--- config.mk ---
export PLATFORM = sky130hd
export DESIGN_NAME = coin_vend_ctrl
export DESIGN_NICKNAME = d
export VERILOG_FILES = /design/src/rtl/vend_pkg.sv /design/src/rtl/vend_total.sv /design/src/rtl/vend_fsm.sv /design/src/rtl/coin_vend_ctrl.sv
export SDC_FILE = /design/constraint.sdc
export NUM_CORES = 1
export LEC_CHECK = 0
export ABC_AREA = 0
export CAP_MARGIN = 20
export CORE_MARGIN = 3
export CORE_UTILIZATION = 40
export DETAILED_ROUTE_END_ITERATION = 10
export DONT_BUFFER_PORTS = 1
export HOLD_SLACK_MARGIN = 0.1
export PLACE_DENSITY = 0.56
export REMOVE_ABC_BUFFERS = 1
export SLEW_MARGIN = 20
export SYNTH_ARGS = -nofsm -noshare
export SYNTH_HDL_FRONTEND = slang
export SYNTH_SLANG_ARGS = --single-unit
--- constraint.sdc ---
create_clock -name clk -period 2.06 [get_ports clk]
set_input_delay 0.206 -clock clk [delete_from_list [all_inputs] [get_ports clk]]
set_output_delay 0.206 -clock clk [all_outputs]
set_load 0.005 [all_outputs]
--- src/rtl/vend_pkg.sv ---
package vend_pkg;
  typedef enum logic [1:0] {
    ST_INIT = 2'd0,
    ST_WAIT = 2'd1,
    ST_ADD  = 2'd2,
    ST_DISP = 2'd3
  } vend_state_e;
endpackage

--- src/rtl/vend_total.sv ---
module vend_total #(
  parameter int DATA_W = 8
) (
  input  logic              clk,
  input  logic              rst,
  input  logic              clr_i,
  input  logic              add_i,
  input  logic [DATA_W-1:0] coin_val_i,
  input  logic [DATA_W-1:0] price_i,
  output logic              reached_o
);
  logic [DATA_W-1:0] total_q;
  logic [DATA_W-1:0] sum;

  // Modulo-2^DATA_W accumulation: carry out is dropped.
  assign sum       = total_q + coin_val_i;
  assign reached_o = (total_q >= price_i);

  always_ff @(posedge clk) begin
    if (rst || clr_i) begin
      total_q <= '0;
    end else if (add_i) begin
      total_q <= sum;
    end
  end


  total_clear_chk: assert property (@(posedge clk) disable iff (rst)
    clr_i |=> (total_q == '0));


  total_hold_chk: assert property (@(posedge clk) disable iff (rst)
    (!clr_i && !add_i) |=> $stable(total_q));
endmodule

--- src/rtl/vend_fsm.sv ---
module vend_fsm
  import vend_pkg::*;
(
  input  logic clk,
  input  logic rst,
  input  logic coin_i,
  input  logic reached_i,
  output logic clr_o,
  output logic add_o,
  output logic disp_o
);
  vend_state_e state_q, state_d;
  logic        disp_q;

  always_comb begin
    state_d = state_q;
    unique case (state_q)
      ST_INIT: state_d = ST_WAIT;
      ST_WAIT: begin
        if (coin_i)         state_d = ST_ADD;
        else if (reached_i) state_d = ST_DISP;
        else                state_d = ST_WAIT;
      end
      ST_ADD:  state_d = ST_WAIT;
      ST_DISP: state_d = ST_INIT;
      default: state_d = ST_INIT;
    endcase
  end

  always_ff @(posedge clk) begin
    if (rst) begin
      state_q <= ST_INIT;
      disp_q  <= 1'b0;
    end else begin
      state_q <= state_d;
      disp_q  <= (state_d == ST_DISP);
    end
  end

  assign clr_o  = (state_q == ST_INIT);
  assign add_o  = (state_q == ST_ADD);
  assign disp_o = disp_q;


  reset_to_init_chk: assert property (@(posedge clk)
    rst |=> (state_q == ST_INIT && !disp_q));


  add_back_to_wait_chk: assert property (@(posedge clk) disable iff (rst)
    (state_q == ST_ADD) |=> (state_q == ST_WAIT));


  coin_priority_chk: assert property (@(posedge clk) disable iff (rst)
    (state_q == ST_WAIT && coin_i) |=> (state_q == ST_ADD && !disp_q));


  disp_single_chk: assert property (@(posedge clk) disable iff (rst)
    disp_q |=> !disp_q);


  idle_short_chk: assert property (@(posedge clk) disable iff (rst)
    (state_q == ST_WAIT && !coin_i && !reached_i) |=> (state_q == ST_WAIT && !disp_q));
endmodule

--- src/rtl/coin_vend_ctrl.sv ---
module coin_vend_ctrl #(
  parameter int DATA_W = 8
) (
  input  logic              clk,
  input  logic              rst,
  input  logic              coin_stb,
  input  logic [DATA_W-1:0] coin_val,
  input  logic [DATA_W-1:0] price,
  output logic              dispense
);
  logic clr;
  logic add;
  logic reached;

  vend_fsm u_fsm (
    .clk       (clk),
    .rst       (rst),
    .coin_i    (coin_stb),
    .reached_i (reached),
    .clr_o     (clr),
    .add_o     (add),
    .disp_o    (dispense)
  );

  vend_total #(.DATA_W(DATA_W)) u_total (
    .clk        (clk),
    .rst        (rst),
    .clr_i      (clr),
    .add_i      (add),
    .coin_val_i (coin_val),
    .price_i    (price),
    .reached_o  (reached)
  );


  disp_after_idle_chk: assert property (@(posedge clk) disable iff (rst)
    $rose(dispense) |-> $past(!coin_stb));
endmodule

==> metrics.md, run 1 <==
| Metric | Value |
|---|---|
| Via count | `801` |
| Die Y | `54.41 microns` |
| Worst path arrival time | `2.07 ns` |
| Synthesized cell area | `937.1 sq um` |
| Top cell type by total area after synthesis | `dfxtp_1` |
| Top Family by Delay on Critical Path | `adder cells` |
| Ant. Diodes | `0` |
| Setup Skew | `0.005862 ns` |
| RSZ-0062 raised after global routing | `no` |
| WS Path Type | `reg2reg` |
| Worst Path Required | `2.28 ns` |
| Placed cells | `138` |
| Hold Crit Class | `in2reg` |
| Distinct cells, synth | `32` |
| Lkg Pwr | `0.4536 nW` |
| Antenna violations before repair | `0` |
| Synth top area share | `23.50%` |
| Setup crit end kind | `flip-flop` |
| CTS tree | `built` |
| HPWL after detailed placement | `1575 microns` |
| DR WL/cell | `14.55 microns` |
| Yosys reg bits | `11` |
| Post-Synthesis Cells | `113` |
| Number of enable flip-flop cells after synthesis | `0` |
| Post-CTS sizing | `0` |
| Largest net degree at the start of global routing | `17` |
| Slowest cell delay on critical path | `0.40 ns` |
| Slew Limit Fails | `0` |
| Clock transition at path regs | `0.09 ns` |
| Max VDD drop | `0.0003786 V` |
| Initial core utilization | `45.01%` |
| Core area | `0.002082 sq mm` |
| Nets | `152` |
| Startpoint Class | `flip-flop` |
| First-pass GRT wire length | `3477 microns` |
| DR pass1 iterations | `4` |
| P per Cell Area | `462.1 mW/mm^2` |
| GPL Wtd Cong | `0.8360` |
| Crit path cell chain | `ha_1 -> inv_1 -> fa_1 -> nor2b_1 -> o21ai_0 -> a2111oi_0 -> a21oi_1 -> nor2_1` |
| Setup TNS | `0 ns` |
| Final Cycle Share | `89.78%` |
| # rows | `16` |
| Layout cell share with drive strength beyond 1 | `6.897%` |
| Buffers on Ports | `0` |
| Relative slew slack | `61.51%` |
| Num ports | `20` |
| Finished Layout Cells | `143` |
| Total clock sinks | `11` |
| Status | `completed` |
| Via/cell ratio | `5.601` |
| CTS Buffer Depth | `2` |
| Synth top area cells | `dfxtp_1 23%, ha_1 20%, nor2_1 6.0%, a21oi_1 4.8%, inv_1 4.8%` |
| Routed wire length | `2080 microns` |
| Reg2Reg Depth | `8` |
| CP Buf/Inv Count | `1` |
| Final hold vios | `0` |
| CTS hold repair buffers | `1` |
| Post-synth top cells | `15 x ha_1, 15 x nor2_1, 12 x inv_1, 11 x dfxtp_1, 9 x a21oi_1` |
| Max Freq | `540.7 MHz` |
| Ys flop type | `dfxtp_1` |
| H-tree depth | `1` |
| Root Buffer | `clkbuf_4` |
| Drt drc | `0` |
| Crit-path max FO | `3` |
| Seq/Total Area, Yosys | `23.50%` |
| Setup bufs post-CTS | `0` |
| Hold path depth | `2` |
| Warnings from Yosys | `0` |
| Detailed Route Iter0 Violations | `11` |
| CTS buffer count | `3` |
| Syn-to-layout area delta | `6.809%` |
| Post-route ant nets | `0` |
| Die area | `0.002960 sq mm` |
| Die Wd | `54.41 microns` |
| FFs w/ async S/R, synth | `0%` |
| Slew @ Worst Pin | `0.5765 ns` |
| Slowest CP cell | `fa_1` |
| Fill cell count | `228` |
| Worst skew pair latency | `0.29 ns` |
| Max-cap violations | `0` |
| Tmin final | `1.849 ns` |
| Cell count along the critical path | `8` |
| GRT Total Usage | `16.53%` |
| Global route total overflow | `0` |
| Setup Viol. Count Final | `0` |
| Vias in the first global route | `760` |
| Post-synthesis area per instance | `8.293 sq um` |
power breakdown:
group	total, mW	leakage, nW	internal (mW)	switching, mW
sequential	0.230	0.0893	0.218	0.0120
combinational	0.0690	0.347	0.0322	0.0368
clock	0.163	0.0177	0.0722	0.0911
final timing paths:
path,slack (ns),to,start
hold / removal,0.12,u_fsm.state_q[0],coin_stb
hold reg to reg,0.54,u_total.total_q[0],u_total.total_q[0]
setup / recovery,0.21,u_total.total_q[4],u_total.total_q[0]
setup reg to reg,0.21,u_total.total_q[4],u_total.total_q[0]
placed cells by master (no fill, tap or decap), drive strengths merged, types with 2 or more instances in the layout:
| master | count |
|---|---|
| nand4 | 2 |
| o21ai | 4 |
| a22oi | 2 |
| inv | 12 |
| nor2 | 15 |
| o21a | 4 |
| a2111oi | 2 |
| dfxtp | 11 |
| nand2 | 4 |
| nand3b | 3 |
| a21oi | 9 |
| xnor2 | 2 |
| nor3 | 4 |
| clkbuf | 3 |
| ha | 15 |
| a211oi | 2 |
| nand2b | 4 |
| a21o | 5 |
routing by layer:
layer | wire length, microns | global-route usage [%]
met5 | 0 | 0
met4 | 8 | 2.490
met3 | 126 | 6.812
met2 | 956 | 24.30
met1 | 988 | 22.86
through the flow:
| step | hold slack (ns) | util (%) | setup WS, ns | power, mW | cell area [sq um] |
|---|---|---|---|---|---|
| 2_1_floorplan | 0.2751 | - | 0.3986 | 0.2852 | 929.6 |
| 5_1_grt | 0.1209 | 48.08 | 0.02588 | 0.4849 | 1001 |
| 4_1_cts | 0.1168 | 48.08 | 0.2044 | 0.4662 | 1001 |
| 6_report | 0.1193 | 48.08 | 0.2105 | 0.4626 | 1001 |
| 3_3_place_gp | 0.2795 | 46.27 | 0.2908 | 0.2981 | 963.4 |
| 3_5_place_dp | 0.2811 | 46.27 | 0.2611 | 0.2988 | 963.4 |
cell type report:
class                      instances  area, sq um  share of cell area, %
sequential                        11        220.2                  22.00
inverter                          12        45.04                  4.500
clock inverter                     1        5.005                 0.5000
multi-input combinational         88        664.4                  66.37
timing repair buffer               1        10.01                  1.000
clock buffer                       3        22.52                  2.250
tap                               27        33.78                  3.375
state kept, by name, summed over array words and instances (netlist names):
name	cells
u_total.total_q	8
u_fsm.disp_o	1
u_fsm.state_q	2
worst register-to-register path, stage by stage (launching register included):
cell	delay [ns]
dfxtp_1	0.37
ha_1	0.21
inv_1	0.07
fa_1	0.40
nor2b_1	0.12
o21ai_0	0.08
a2111oi_0	0.36
a21oi_1	0.07
nor2_1	0.09
kinds of logic after synthesis:
logic type / after synthesis / synth area share (%)
XOR/XNOR: 2 / 1.870
buffers and inverters: 14 / 5.607
flip-flops: 11 / 23.50
adder cells (fa/ha/maj): 16 / 22.16
multiplexers: 1 / 1.068
AND/OR/NAND/NOR: 36 / 20.69
AO/OA/AOI/OAI: 33 / 25.10
(Power assumes the default switching activity.)
==> inputs of run 2 (changes only) <==
PLACE_DENSITY = 0.57   (was 0.56)
==> metrics.md, run 2 (synthesis results as in run 1) <==
| Metric | Value |
|---|---|
| Status | `completed` |
| DR WL/cell | `14.39 microns` |
| Final hold vios | `0` |
| Nets | `152` |
| Die Wd | `54.41 microns` |
| HPWL after detailed placement | `1579 microns` |
| GRT Total Usage | `17.12%` |
| Via/cell ratio | `5.650` |
| Antenna violations before repair | `0` |
| Hold Crit Class | `in2reg` |
| Drt drc | `0` |
| Setup Skew | `0.004372 ns` |
| Num ports | `20` |
| Crit-path max FO | `3` |
| Fill cell count | `233` |
| Initial core utilization | `45.01%` |
| Worst path arrival time | `2.03 ns` |
| GPL Wtd Cong | `0.7256` |
| Final Cycle Share | `88.10%` |
| Buffers on Ports | `0` |
| WS Path Type | `reg2reg` |
| Setup crit end kind | `flip-flop` |
| CTS hold repair buffers | `1` |
| CTS Buffer Depth | `2` |
| Slew Limit Fails | `0` |
| Max Freq | `551.0 MHz` |
| Detailed Route Iter0 Violations | `14` |
| Layout cell share with drive strength beyond 1 | `6.897%` |
| Die Y | `54.41 microns` |
| RSZ-0062 raised after global routing | `no` |
| Slowest CP cell | `fa_1` |
| Placed cells | `138` |
| Reg area | `220.2 sq um` |
| Multi-input gate area in the final layout | `664.4 sq um` |
| First-pass GRT wire length | `3539 microns` |
| Total power draw | `0.4504 mW` |
| Via count | `808` |
| Worst Path Required | `2.28 ns` |
| Syn-to-layout area delta | `6.809%` |
| P per Cell Area | `450.0 mW/mm^2` |
| Root Buffer | `clkbuf_4` |
| Max VDD drop | `0.0002440 V` |
| Commonest non-fill, non-tap cells in the layout | `15 x nor2_1, 15 x ha_1, 12 x inv_1, 11 x dfxtp_1, 9 x a21oi_1` |
| Max reg flops | `8` |
| Routed wire length | `2058 microns` |
| Total clock sinks | `11` |
| CTS tree | `built` |
| DR pass1 iterations | `4` |
| Post-CTS sizing | `0` |
| Relative slew slack | `62.94%` |
| H-tree depth | `1` |
| Startpoint Class | `flip-flop` |
| Largest register by flop count | `u_total.total_q` |
| Finished Layout Cells | `143` |
| Setup Viol. Count Final | `0` |
| Post-route ant nets | `0` |
| Crit path cell chain | `ha_1 -> inv_1 -> fa_1 -> nor2b_1 -> o21ai_0 -> a2111oi_0 -> a21oi_1 -> nor2_1` |
| Global route total overflow | `0` |
| Slew @ Worst Pin | `0.5552 ns` |
| Tmin final | `1.815 ns` |
| Die area | `0.002960 sq mm` |
| Lkg Pwr | `0.4536 nW` |
| Max-cap violations | `0` |
| Ant. Diodes | `0` |
| Worst skew pair latency | `0.27 ns` |
| Worst Slack Setup Final | `0.2451 ns` |
| # rows | `16` |
| Slowest cell delay on critical path | `0.40 ns` |
| CTS buffer count | `3` |
| Final Util | `48.08%` |
| Setup TNS | `0 ns` |
| Core area | `0.002082 sq mm` |
| Vias in the first global route | `817` |
| Largest net degree at the start of global routing | `17` |
| Setup bufs post-CTS | `0` |
| Clock transition at path regs | `0.08 ns` |
| Worst slack at placement | `0.2809 ns` |
## run 2: per-stage QoR
| stage | hold slack, ns | instance area (sq um) |
|---|---|---|
| final | 0.1293 | 1001 |
| after global routing | 0.1264 | 1001 |
| after CTS | 0.1181 | 1001 |
| after detailed placement | 0.2804 | 963.4 |
| after global placement | 0.2793 | 963.4 |
| after floorplan | 0.2751 | 929.6 |
## run 2: critical path: cells and delay by family (launching register included)
kind / cells / cell delay [ns]
adders and majority gates: 2 / 0.62
AOI/OAI and AO/OA: 3 / 0.50
DFF: 1 / 0.35
and+or+nand+nor: 2 / 0.21
buffers and inverters: 1 / 0.07
## run 2: worst paths after layout
path | from | endpoint | slack [ns] | cells after the start
hold / removal | coin_stb | u_fsm.state_q[0] | 0.13 | 2
setup reg to reg | u_total.total_q[0] | u_total.total_q[4] | 0.25 | 8
setup / recovery | u_total.total_q[0] | u_total.total_q[4] | 0.25 | 8
hold reg to reg | u_total.total_q[0] | u_total.total_q[0] | 0.54 | 2
## run 2: power by group
group	total (mW)	switching, mW	internal (mW)
sequential	0.230	0.0115	0.218
combinational	0.0693	0.0374	0.0319
clock	0.151	0.0793	0.0720
## run 2: layout make-up
class	instances	share of cell area (%)
clock buffer	3	2.250
timing repair buffer	1	1.000
clock inverter	1	0.5000
tap	27	3.375
sequential	11	22.00
multi-input combinational	88	66.37
inverter	12	4.500
## run 2: per-layer routing
metal / wire length (microns) / global-route usage (%) / vias up
li1: - / - / 411
met1: 932 / 20.79 / 368
met2: 967 / 27.09 / 25
met3: 134 / 7.357 / 4
met4: 23 / 5.394 / 0
met5: 0 / 0 / -
==> inputs of run 3 (changes only) <==
CELL_PAD_IN_SITES_DETAIL_PLACEMENT = 1   (was not set)
CELL_PAD_IN_SITES_GLOBAL_PLACEMENT = 1   (was not set)
CORE_UTILIZATION = 45   (was 40)
PLACE_DENSITY = 0.8   (was 0.57)
==> metrics.md, run 3 (synthesis results as in run 1) <==
| Metric | Value |
|---|---|
| Status | `completed` |
| Die Wd | `51.64 microns` |
| Slew Limit Fails | `0` |
| P per Cell Area | `460.5 mW/mm^2` |
| Commonest non-fill, non-tap cells in the layout | `15 x nor2_1, 14 x ha_1, 12 x inv_1, 10 x dfxtp_1, 9 x a21oi_1` |
| Crit-path max FO | `3` |
| Routed wire length | `2220 microns` |
| DR pass1 iterations | `3` |
| CP Buf/Inv Count | `1` |
| Core area | `0.001839 sq mm` |
| CTS Buffer Depth | `2` |
| Post-route ant nets | `0` |
| Via count | `810` |
| Ant. Diodes | `0` |
| WL met2 | `1099 microns` |
| Relative slew slack | `61.20%` |
| Clock transition at path regs | `0.08 ns` |
| Post-Route M1 WL | `1024 microns` |
| Placed Instance Area | `960.9 sq um` |
| WS Path Type | `reg2reg` |
| GPL Wtd Cong | `0.7910` |
| First-pass GRT wire length | `3995 microns` |
| Highest Signal Layer | `met4` |
| HPWL after detailed placement | `1714 microns` |
| H-tree depth | `1` |
| Setup Viol. Count Final | `0` |
| Hold Crit Class | `in2reg` |
| RSZ-0062 raised after global routing | `no` |
| Worst skew pair latency | `0.28 ns` |
| Total clock sinks | `11` |
| Final Cell Area | `0.001003 sq mm` |
| Num ports | `20` |
| Buffers on Ports | `0` |
| Largest register by flop count | `u_total.total_q` |
| Nets | `152` |
| Detailed Route Iter0 Violations | `8` |
| Worst path arrival time | `2.08 ns` |
| Initial core utilization | `50.95%` |
| Worst Path Required | `2.28 ns` |
| Startpoint Class | `flip-flop` |
| Slowest cell delay on critical path | `0.40 ns` |
| Tmin final | `1.861 ns` |
| Final Util | `54.56%` |
| Vias in the first global route | `888` |
| Crit path cell chain | `ha_2 -> inv_1 -> fa_1 -> nor2b_1 -> o21ai_0 -> a2111oi_1 -> a21oi_1 -> nor2_1` |
| Max VDD drop | `0.0002406 V` |
| Global route total overflow | `0` |
| Syn-to-layout area delta | `7.076%` |
| Most common cell after layout, fill and taps aside | `nor2_1` |
| DR WL/cell | `15.74 microns` |
| Setup TNS | `0 ns` |
| Setup Skew | `0.003963 ns` |
| Slowest CP cell | `fa_1` |
| Setup crit end kind | `flip-flop` |
| Max-cap violations | `0` |
| Setup bufs post-CTS | `0` |
| # rows | `15` |
| Slew @ Worst Pin | `0.5811 ns` |
| Antenna violations before repair | `0` |
| Largest net degree at the start of global routing | `17` |
| Final hold vios | `0` |
| Drt drc | `0` |
| Lkg Pwr | `0.4519 nW` |
| Top Family by Delay on Critical Path | `adder cells` |
| Met3 wire length | `64 microns` |
| Min Hold Slack | `0.1124 ns` |
| Root Buffer | `clkbuf_4` |
| CTS tree | `built` |
| Max Freq | `537.5 MHz` |
| CTS buffer count | `3` |
| Die Y | `51.64 microns` |
| Max reg flops | `8` |
| Layout cell share with drive strength beyond 1 | `8.621%` |
| Die area | `0.002666 sq mm` |
| Final Cycle Share | `90.32%` |
| GRT Total Usage | `19.95%` |
| Via/cell ratio | `5.745` |
==> run 3: cell count changes in the layout (fill, tap and decap cells not counted) <==
cell       delta
ha_2          +1
a2111oi_0     -1
dfxtp_1       -1
dfxtp_2       +1
ha_1          -1
a2111oi_1     +1
==> run 3: what timing repair did <==
action / in CTS / in global routing
hold buffers: 1 / 0
setup endpoints to repair: 0 / 1
gates resized for setup: 0 / 3
endpoints found under the hold margin: 9 / 0
==> run 3: area by class of cell <==
class	count	area (sq um)
fill	249	835.8
multi-input combinational	88	668.1
sequential	11	221.5
inverter	12	45.04
tap	25	31.28
clock buffer	3	22.52
timing repair buffer	1	10.01
clock inverter	1	5.005
==> run 3: metrics by stage <==
step / worst slack, ns / std cells / power, mW
floorplan: 0.3986 / 111 / 0.2852
detailed placement: 0.2470 / 136 / 0.3017
CTS: 0.1830 / 141 / 0.4671
global route: 0.02151 / 141 / 0.4942
finish: 0.1995 / 141 / 0.4621
global placement: 0.2976 / 136 / 0.2987
==> run 3: path summary, 6_finish.rpt <==
kind                 startpoint  cells past startpoint  slack, ns                 end
min                         rst                      3       0.11    u_fsm.state_q[1]
max          u_total.total_q[0]                      8       0.20  u_total.total_q[4]
min reg2reg  u_total.total_q[0]                      2       0.51  u_total.total_q[0]
max reg2reg  u_total.total_q[0]                      8       0.20  u_total.total_q[4]
==> run 3: worst reg2reg max path: stages (launching register included) <==
cell and delay, ns:
dfxtp_2 0.34, ha_2 0.20, inv_1 0.05, fa_1 0.40, nor2b_1 0.15, o21ai_0 0.09, a2111oi_1 0.40, a21oi_1 0.08
nor2_1 0.10
==> run 3: where the power goes <==
group | internal, mW | switching, mW | leakage, nW
sequential | 0.218 | 0.0116 | 0.0898
clock | 0.0720 | 0.0879 | 0.0177
combinational | 0.0327 | 0.0396 | 0.344
total | 0.323 | 0.139 | 0.452
==> run 3: routing by layer <==
metal  vias up  global-route usage (%)
met5         -                       0
met4         0                   7.860
met3         4                   2.292
met2        16                   35.38
met1       377                   24.30
li1        413                       -
